File: src/rtl/vga_raster_pkg.sv
package vga_raster_pkg;
  localparam int COLOR_W = 3;
  localparam int PIX_W   = 3 * COLOR_W;

  typedef struct packed {
    logic [COLOR_W-1:0] r;
    logic [COLOR_W-1:0] g;
    logic [COLOR_W-1:0] b;
  } rgb_t;
endpackage

File: src/rtl/vga_sync_axis.sv
module vga_sync_axis #(
  parameter int TOTAL      = 800,
  parameter int ACTIVE     = 640,
  parameter int SYNC_START = 655,
  parameter int SYNC_END   = 752
) (
  input  logic clk_i,
  input  logic rst_ni,
  input  logic ce_i,
  output logic sync_n_o,
  output logic blank_o,
  output logic gate_o
);
  localparam int CW = $clog2(TOTAL);
  localparam logic [CW-1:0] LAST = CW'(TOTAL - 1);
  localparam logic [CW-1:0] ACT  = CW'(ACTIVE);
  localparam logic [CW-1:0] S_LO = CW'(SYNC_START);
  localparam logic [CW-1:0] S_HI = CW'(SYNC_END);

  logic [CW-1:0] cnt_q;

  always_ff @(posedge clk_i or negedge rst_ni) begin
    if (!rst_ni)   cnt_q <= '0;
    else if (ce_i) cnt_q <= (cnt_q == LAST) ? '0 : cnt_q + CW'(1);
  end

  // strict bounds on both sides of the pulse
  assign sync_n_o = !((cnt_q > S_LO) && (cnt_q < S_HI));
  assign blank_o  = (cnt_q >= ACT);
  // gate marks the edge on which the sync pulse begins
  assign gate_o   = ce_i && (cnt_q == S_LO);
endmodule

File: src/rtl/vga_pix_fifo.sv
module vga_pix_fifo #(
  parameter int DW    = 9,
  parameter int DEPTH = 16
) (
  input  logic          clk_i,
  input  logic          rst_ni,
  input  logic          clr_i,
  input  logic          wr_i,
  input  logic [DW-1:0] din_i,
  input  logic          rd_i,
  output logic [DW-1:0] dout_o,
  output logic          empty_o,
  output logic          full_o
);
  localparam int AW = $clog2(DEPTH);
  localparam logic [AW:0] FULL_CNT = (AW+1)'(DEPTH);

  logic [DW-1:0] mem_q [DEPTH];
  logic [AW-1:0] wp_q, rp_q;
  logic [AW:0]   cnt_q;
  logic          push, pop;

  assign empty_o = (cnt_q == '0);
  assign full_o  = (cnt_q == FULL_CNT);
  assign push    = wr_i && !full_o && !clr_i;
  assign pop     = rd_i && !empty_o && !clr_i;
  assign dout_o  = mem_q[rp_q];

  always_ff @(posedge clk_i) begin
    if (push) mem_q[wp_q] <= din_i;
  end

  always_ff @(posedge clk_i or negedge rst_ni) begin
    if (!rst_ni) begin
      wp_q  <= '0;
      rp_q  <= '0;
      cnt_q <= '0;
    end else if (clr_i) begin
      wp_q  <= '0;
      rp_q  <= '0;
      cnt_q <= '0;
    end else begin
      if (push) wp_q <= wp_q + AW'(1);
      if (pop)  rp_q <= rp_q + AW'(1);
      case ({push, pop})
        2'b10:   cnt_q <= cnt_q + (AW+1)'(1);
        2'b01:   cnt_q <= cnt_q - (AW+1)'(1);
        default: cnt_q <= cnt_q;
      endcase
    end
  end
endmodule

File: src/rtl/vga_raster_gen.sv
module vga_raster_gen
  import vga_raster_pkg::*;
#(
  parameter int H_ACTIVE     = 640,
  parameter int H_SYNC_START = 655,
  parameter int H_SYNC_END   = 752,
  parameter int H_TOTAL      = 800,
  parameter int V_ACTIVE     = 480,
  parameter int V_SYNC_START = 489,
  parameter int V_SYNC_END   = 492,
  parameter int V_TOTAL      = 525,
  parameter int FIFO_DEPTH   = 16,
  parameter int WORD_W       = 16
) (
  input  logic               clk_i,
  input  logic               rst_ni,
  input  logic               pix_wr_i,
  input  logic [WORD_W-1:0]  pix_word_i,
  output logic               hsync_n_o,
  output logic               vsync_n_o,
  output logic               blank_o,
  output logic [COLOR_W-1:0] red_o,
  output logic [COLOR_W-1:0] green_o,
  output logic [COLOR_W-1:0] blue_o,
  output logic               eof_o,
  output logic               full_o
);
  logic h_blank, v_blank, h_gate, v_gate;
  logic fifo_empty, show;
  rgb_t head, pix;
  logic unused_hi;

  assign unused_hi = ^pix_word_i[WORD_W-1:PIX_W];

  vga_sync_axis #(
    .TOTAL(H_TOTAL), .ACTIVE(H_ACTIVE),
    .SYNC_START(H_SYNC_START), .SYNC_END(H_SYNC_END)
  ) u_h (
    .clk_i(clk_i), .rst_ni(rst_ni), .ce_i(1'b1),
    .sync_n_o(hsync_n_o), .blank_o(h_blank), .gate_o(h_gate)
  );

  // line counter steps only on the horizontal gate
  vga_sync_axis #(
    .TOTAL(V_TOTAL), .ACTIVE(V_ACTIVE),
    .SYNC_START(V_SYNC_START), .SYNC_END(V_SYNC_END)
  ) u_v (
    .clk_i(clk_i), .rst_ni(rst_ni), .ce_i(h_gate),
    .sync_n_o(vsync_n_o), .blank_o(v_blank), .gate_o(v_gate)
  );

  assign blank_o = h_blank | v_blank;
  assign eof_o   = v_gate;
  assign show    = !blank_o && !fifo_empty;

  vga_pix_fifo #(.DW(PIX_W), .DEPTH(FIFO_DEPTH)) u_fifo (
    .clk_i(clk_i), .rst_ni(rst_ni), .clr_i(v_gate),
    .wr_i(pix_wr_i), .din_i(pix_word_i[PIX_W-1:0]),
    .rd_i(!blank_o), .dout_o(head),
    .empty_o(fifo_empty), .full_o(full_o)
  );

  assign pix     = show ? head : '0;
  assign red_o   = pix.r;
  assign green_o = pix.g;
  assign blue_o  = pix.b;
endmodule

File: config.mk
export PLATFORM = sky130hd
export DESIGN_NAME = vga_raster_gen
export DESIGN_NICKNAME = d
export VERILOG_FILES = /design/src/rtl/vga_raster_pkg.sv /design/src/rtl/vga_sync_axis.sv /design/src/rtl/vga_pix_fifo.sv /design/src/rtl/vga_raster_gen.sv
export SDC_FILE = /design/constraint.sdc
export NUM_CORES = 1
export LEC_CHECK = 0
export CAP_MARGIN = 0
export CELL_PAD_IN_SITES_DETAIL_PLACEMENT = 0
export CELL_PAD_IN_SITES_GLOBAL_PLACEMENT = 1
export CORE_MARGIN = 2
export CORE_UTILIZATION = 51
export DETAILED_ROUTE_END_ITERATION = 16
export PLACE_DENSITY_LB_ADDON = 0.1
export SLEW_MARGIN = 20
export SYNTH_ARGS = -nofsm -noshare
export SYNTH_HDL_FRONTEND = slang
export SYNTH_HIERARCHICAL = 1
export SYNTH_SLANG_ARGS = --single-unit
File: constraint.sdc
create_clock -name clk_i -period 4.2 [get_ports clk_i]
set_input_delay 0.84 -clock clk_i [delete_from_list [all_inputs] [get_ports clk_i]]
set_output_delay 0.84 -clock clk_i [all_outputs]
set_load 0.05 [all_outputs]
## Word level (Yosys, flattened, before mapping)

Memory sizes are Yosys's and may differ from the RTL's.
Cells that the tools add are included.
Widths: inputs -> output; s select.

- Bits in registers: 33
- Bits in writable memories: 144
- Input bits: 19
- Output and inout port bits: 14
- Logic and storage cells: 54
- Memories: 1

- Add/sub/neg operators: 6
- Order comparisons: 6
- Equality and inequality tests: 7
- Mux-type cells: 11
- Bitwise gates (word level): 1
- Reductions and logical operators: 17

Memories:

| name | depth | width | read ports | clocked after memory_dff | write ports | RTL line | source |
|---|---|---|---|---|---|---|---|
| u_fifo.mem_q | 16 | 9 | 1 | 0 | 1 | vga_pix_fifo.sv:18 | `logic [DW-1:0] mem_q [DEPTH];` |

Operators by type and width:

| operator | count |
|---|---|
| $eq 10x10->1 const B | 3 |
| $add 10x1->10 const B | 2 |
| $mux 10 | 2 |
| $mux 4 | 4 |
| $eq 10x9->1 const B | 1 |
| $ge 10x10->1 const B | 1 |
| $ge 10x9->1 const B | 1 |
| $gt 10x10->1 const B | 1 |
| $gt 10x9->1 const B | 1 |
| $lt 10x10->1 const B | 1 |
| $lt 10x9->1 const B | 1 |
| $pmux 5 s2 | 1 |
| $mux 9 | 1 |
| $add 4x1->4 const B | 2 |
| $logic_and 1x1->1 | 7 |
| $logic_not 1->1 | 6 |
| $add 5x1->5 const B | 1 |
| $eq 5x5->1 const B | 1 |
| $logic_not 5->1 | 1 |
| $mux 5 | 1 |
| $sub 5x1->5 const B | 1 |
| $reduce_bool 2->1 | 2 |
| $reduce_bool 3->1 | 1 |
| $eq 2x1->1 const B | 1 |
| other kinds (3) | 4 |

## Logic depth before layout (Yosys ltp)

- Word-level depth: 8
- Depth in mapped cells: 17
- Depth with buffers taken out: 14

## Modules after synthesis

Netlist, hierarchy kept.

By module, submodules not included:

| module | times used | cells an instance | area an instance (µm²) | seq. area each (µm²) |
|---|---|---|---|---|
| vga_pix_fifo | 1 | 385 | 6457.4 | 4649.5 |
| vga_sync_axis (u_h) | 1 | 68 | 600.6 | 250.2 |
| vga_sync_axis (u_v) | 1 | 59 | 578.1 | 250.2 |
| vga_raster_gen | 1 | 15 | 176.4 | 0.0 |

## Worst setup path after synthesis

No wires, ideal clock.

- Path kind: register to register
- Start point: register u_h.cnt_q[4]
- End point: register u_fifo.cnt_q[3]
- Setup time: 0.125 ns
- Data arrival time: 4.110 ns
- Required time: 4.075 ns
- Path slack: -0.035 ns
- Cell stages (with the launch flop): 18
- Period minus slack after synthesis: 4.235 ns
- Cell sequence: dfrtp_1 clkbuf_2 or3_1 nor4_1 clkbuf_1 nand2_1 nor2_1 buf_2 clkbuf_1 a21oi_1 nand2_1 inv_1 ha_1 a21o_1 a21oi_1 xor2_1 nor2_1 mux2_2

- Elaborated cells on any way between the ends: 14
- Classes of those cells: order compare (1); eq/ne (3); mux (2); bitwise (1); reduce/logical (7)

RTL lines:

| item | RTL line | source |
|---|---|---|
| from (decl) | vga_sync_axis.sv:20 | `logic [CW-1:0] cnt_q;` |
| from (signal assigned) | vga_sync_axis.sv:24 | `else if (ce_i) cnt_q <= (cnt_q == LAST) ? '0 : cnt_q + CW'(1);` |
| $eq 10x10->1 * | vga_sync_axis.sv:31 | `assign gate_o = ce_i && (cnt_q == S_LO);` |
| net h_gate | vga_raster_gen.sv:28 | `logic h_blank, v_blank, h_gate, v_gate;` |
| $logic_and 1x1->1 * | vga_sync_axis.sv:31 |  |
| net eof_o | vga_raster_gen.sv:25 | `output logic eof_o,` |
| $logic_not 1->1 | vga_pix_fifo.sv:25, vga_pix_fifo.sv:26 |  |
| $logic_and 1x1->1, on equally long branches | vga_pix_fifo.sv:26, vga_pix_fifo.sv:25 |  |
| $eq 2x1->1 or $eq 2x2->1 (tied branches) | vga_pix_fifo.sv:45 | `case ({push, pop})` |
| $pmux 5 s2 | vga_pix_fifo.sv:45 |  |
| $mux 5 | vga_pix_fifo.sv:38 | `end else if (clr_i) begin` |
| to (signal assigned) | vga_pix_fifo.sv:46 | `2'b10: cnt_q <= cnt_q + (AW+1)'(1);` |
| to (signal assigned) | vga_pix_fifo.sv:47 | `2'b01: cnt_q <= cnt_q - (AW+1)'(1);` |
| to (signal assigned) | vga_pix_fifo.sv:48 | `default: cnt_q <= cnt_q;` |
| to (decl) | vga_pix_fifo.sv:20 | `logic [AW:0] cnt_q;` |

The timed path passes the listed nets; every way through them passes the cells marked *.
A chain may end at the register's enable or synchronous reset.

==> flow_summary_export.csv <==
group,metric,value,unit
timing,tns,0,ns
synthesis,synth-seq-cells,177,
synthesis,synth_compound_area_share,6.294,%
timing,min_period,3.951,ns
floorplan,core,0.01509,mm^2
final_layout,drive_gt1_share,19.11,%
final_layout,areaGrowthSynthToFinish,14.78,%
setup_path,crit_fanout,21,
clock_network,cts_tree,"built",
grt,grt_antenna_before_repair,0,
timing,clock_skew,0.007327,ns
min_path,hold_path.class,"flop to flop",
power,total_power,0.006247,W
grt,grt_pass1_vias,4487,
timing,drv_slew,0,
final_layout,layout_common_cells,"144 x edfxtp_1, 40 x nor2_1, 34 x nand2_1",
setup_path,cp.required,3.36,ns
setup_path,crit_type,"flop to primary output",
final_layout,final_common_cell,"edfxtp_1",
synthesis,syn_avg_cell_area,14.82,um^2
setup_path,critPathLaunchType,"flop",
floorplan,die_area,0.01633,mm^2
synthesis,syn-instance-count,527,
grt,busiest_layer,"met2",
placed_design,dpl_cell_area,0.008408,mm^2
power,power_density,696.7,mW/mm^2
power,irDropWorstVdd,0.5845,mV
timing,setup_violations,0,
timing,relSlewSlack,50.34,%
clock_network,ctsLongestPathBuffers,2,
floorplan,fp.dieH,127.8,um
routing,drt-total-wl,15.61,mm
synthesis,syn-num-nets,561,
synthesis,ys_types,59,
final_layout,fin_util,59.43,%
routing,detail_route.first_pass.iterations,6,
floorplan,pin_count,33,
routing,wl_per_cell,20.16,um
clock_network,clkTransAtPathRegs,0.07,ns
floorplan,row_count,45,
routing,drc,0,
routing,ant_nets,0,
synthesis,synth.area.mux_share,10.79,%
clock_network,post_cts_resized,0,
final_layout,antennaDiodeCount,0,
timing,tightest_slew,0.7416,ns
floorplan,die_w,127.8,um
grt,grt_pass1_wl,24.40,mm
placed_design,dp.final_hpwl,10.35,mm
grt,groute.usage.overall,20.22,%
timing,finalHoldViolCount,0,
synthesis,ys.flop_type,"edfxtp_1",
placed_design,gp_congestion,0.7767,
final_layout,seq_area,0.005151,mm^2
grt,grt-ovfl-total,0,
synthesis,synth_warnings,6,
synthesis,synth_top_family_by_area,"multiplexers",
clock_network,cts.sinks,177,
min_path,min_path_cells,1,
clock_network,post_cts_buffers,0,
grt,grt_max_degree,34,
synthesis,synthAdderAreaFrac,2.498,%
timing,period_share,94.08,%
run,cap_viol_max_count,0,
setup_path,reg2reg_depth,12,
final_layout,multi_input_area,0.002482,mm^2
clock_network,worstSkewPairLatency,0.42,ns
synthesis,synth-xor-area-share,1.794,%
clock_network,htreeDepth,4,
synthesis,synth-simple-area-share,10.28,%
placed_design,port_buffers,25,
synthesis,synth_edf_count,144,
grt,use_met2,34.44,%
floorplan,start_util,51.77,%
clock_network,cts_hold_buf,0,
setup_path,cp_data_arrival_time,3.11,ns
final_layout,design_area,0.008967,mm^2
synthesis,async_reset_ff_share,18.64,%
timing,max_freq,0.2531,GHz
grt,globalRouteMet3Util,5.050,%
setup_path,endpoint_kind,"primary output",
power,p_leak,3.266,nW
clock_network,clock-root-buffer,"clkbuf_16",
routing,via_per_inst,5.800,
status,status,"finished, final reports clean",
clock_network,tritoncts.num_buffers,17,
final_layout,fillers,1133,
final_layout,nets,607,
grt,grtUsageMet1,25.46,%
synthesis,synthesis.area,0.007812,mm^2
routing,drt-initial-drc-count,423,
routing,vias,4489,
timing,rsz0062_at_grt,"false",
synthesis,synth_seq_area_share,65.92,%
[Yosys cell counts (all sizes together) (4+ instances only)]
cell type | number | area [um^2]
edfxtp | 144 | 4324
nor2 | 42 | 160.2
nand2 | 34 | 127.6
dfrtp | 33 | 825.8
mux2i | 28 | 280.3
o21ai | 23 | 115.1
mux4 | 18 | 405.4
a21oi | 17 | 85.08
buf | 15 | 96.34
ha | 14 | 175.2
mux2 | 14 | 157.7
clkbuf | 12 | 47.55
inv | 11 | 41.29
a22oi | 10 | 75.07
nand2b | 10 | 62.56
nand3 | 10 | 50.05
xor2 | 10 | 87.58
a221oi | 9 | 78.83
nor4b | 9 | 135.1
nand4 | 6 | 37.54
xnor2 | 6 | 52.55
and3 | 4 | 25.02
nor3 | 4 | 20.02
or3 | 4 | 25.02
[report_power, final]
group          leakage (nW)  switching [W]  internal (W)
clock                 0.261       0.000663      0.000819
sequential             1.70       0.000206       0.00214
combinational          1.31        0.00140       0.00101
total                  3.27        0.00227       0.00398
[registers in the layout, summed over array words and instances, names as in the netlist]
register,cells
u_fifo/rp_q,4
u_fifo/wp_q,4
u_fifo/mem_q,144
u_v/cnt_q,10
u_fifo/cnt_q,5
u_h/cnt_q,10
[metrics by stage]
stage | hold slack, ns | setup WS [ns] | std cells
6_report | 0.5106 | 0.2488 | 774
5_1_grt | 0.5313 | 0.02040 | 774
4_1_cts | 0.5067 | 0.2185 | 774
3_5_place_dp | 0.4861 | 0.6880 | 742
3_3_place_gp | 0.4908 | 0.5146 | 742
2_1_floorplan | 0.4593 | 0.2181 | 527
[kinds of logic (layout without fill, tap and decap cells)]
logic type	Yosys count	after routing
other	1	1
multiplexers	60	60
adder cells (fa/ha/maj)	15	15
AND/OR/NAND/NOR	144	144
AO/OA/AOI/OAI	76	76
flip-flops	177	177
XOR/XNOR	16	16
buffers and inverters	38	97
[final cells by class]
type,instances,area share [%]
clock inverters,15,1.493
clock buffers,17,4.744
inverters,11,0.4604
multi-input cells,312,27.68
well taps,188,2.623
flip-flops and latches,177,57.44
repair buffers,54,5.553
[critical path: stages (launching register included)]
cell             delay, ns
dfrtp_2               0.60
buf_12                0.24
mux2_2                0.17
o21ai_0               0.07
a21oi_1               0.29
a22oi_1               0.14
nand2_1               0.11
nor4b_2               0.20
clkdlybuf4s50_1       0.85
[routing by layer]
| layer | share of wire, % | vias up |
|---|---|---|
| met5 | 0 | - |
| met4 | 1.7 | 0 |
| met3 | 4.4 | 19 |
| met2 | 51 | 92 |
| met1 | 43 | 2264 |
| li1 | - | 2114 |
[path summary, 6_finish.rpt]
kind,start,slack [ns],endpoint
worst max-delay path,u_fifo/rp_q[0],0.25,blue_o[2]
worst min-delay path,u_v/cnt_q[8],0.51,u_v/cnt_q[8]
worst max register to register,u_v/cnt_q[5],1.01,u_fifo/cnt_q[4]
worst min register to register,u_v/cnt_q[8],0.51,u_v/cnt_q[8]
max in group asynchronous,rst_ni,3.03,u_fifo/rp_q[0]
min in group asynchronous,rst_ni,0.82,u_v/cnt_q[2]
Note: power is estimated with default switching activity, not from simulation.
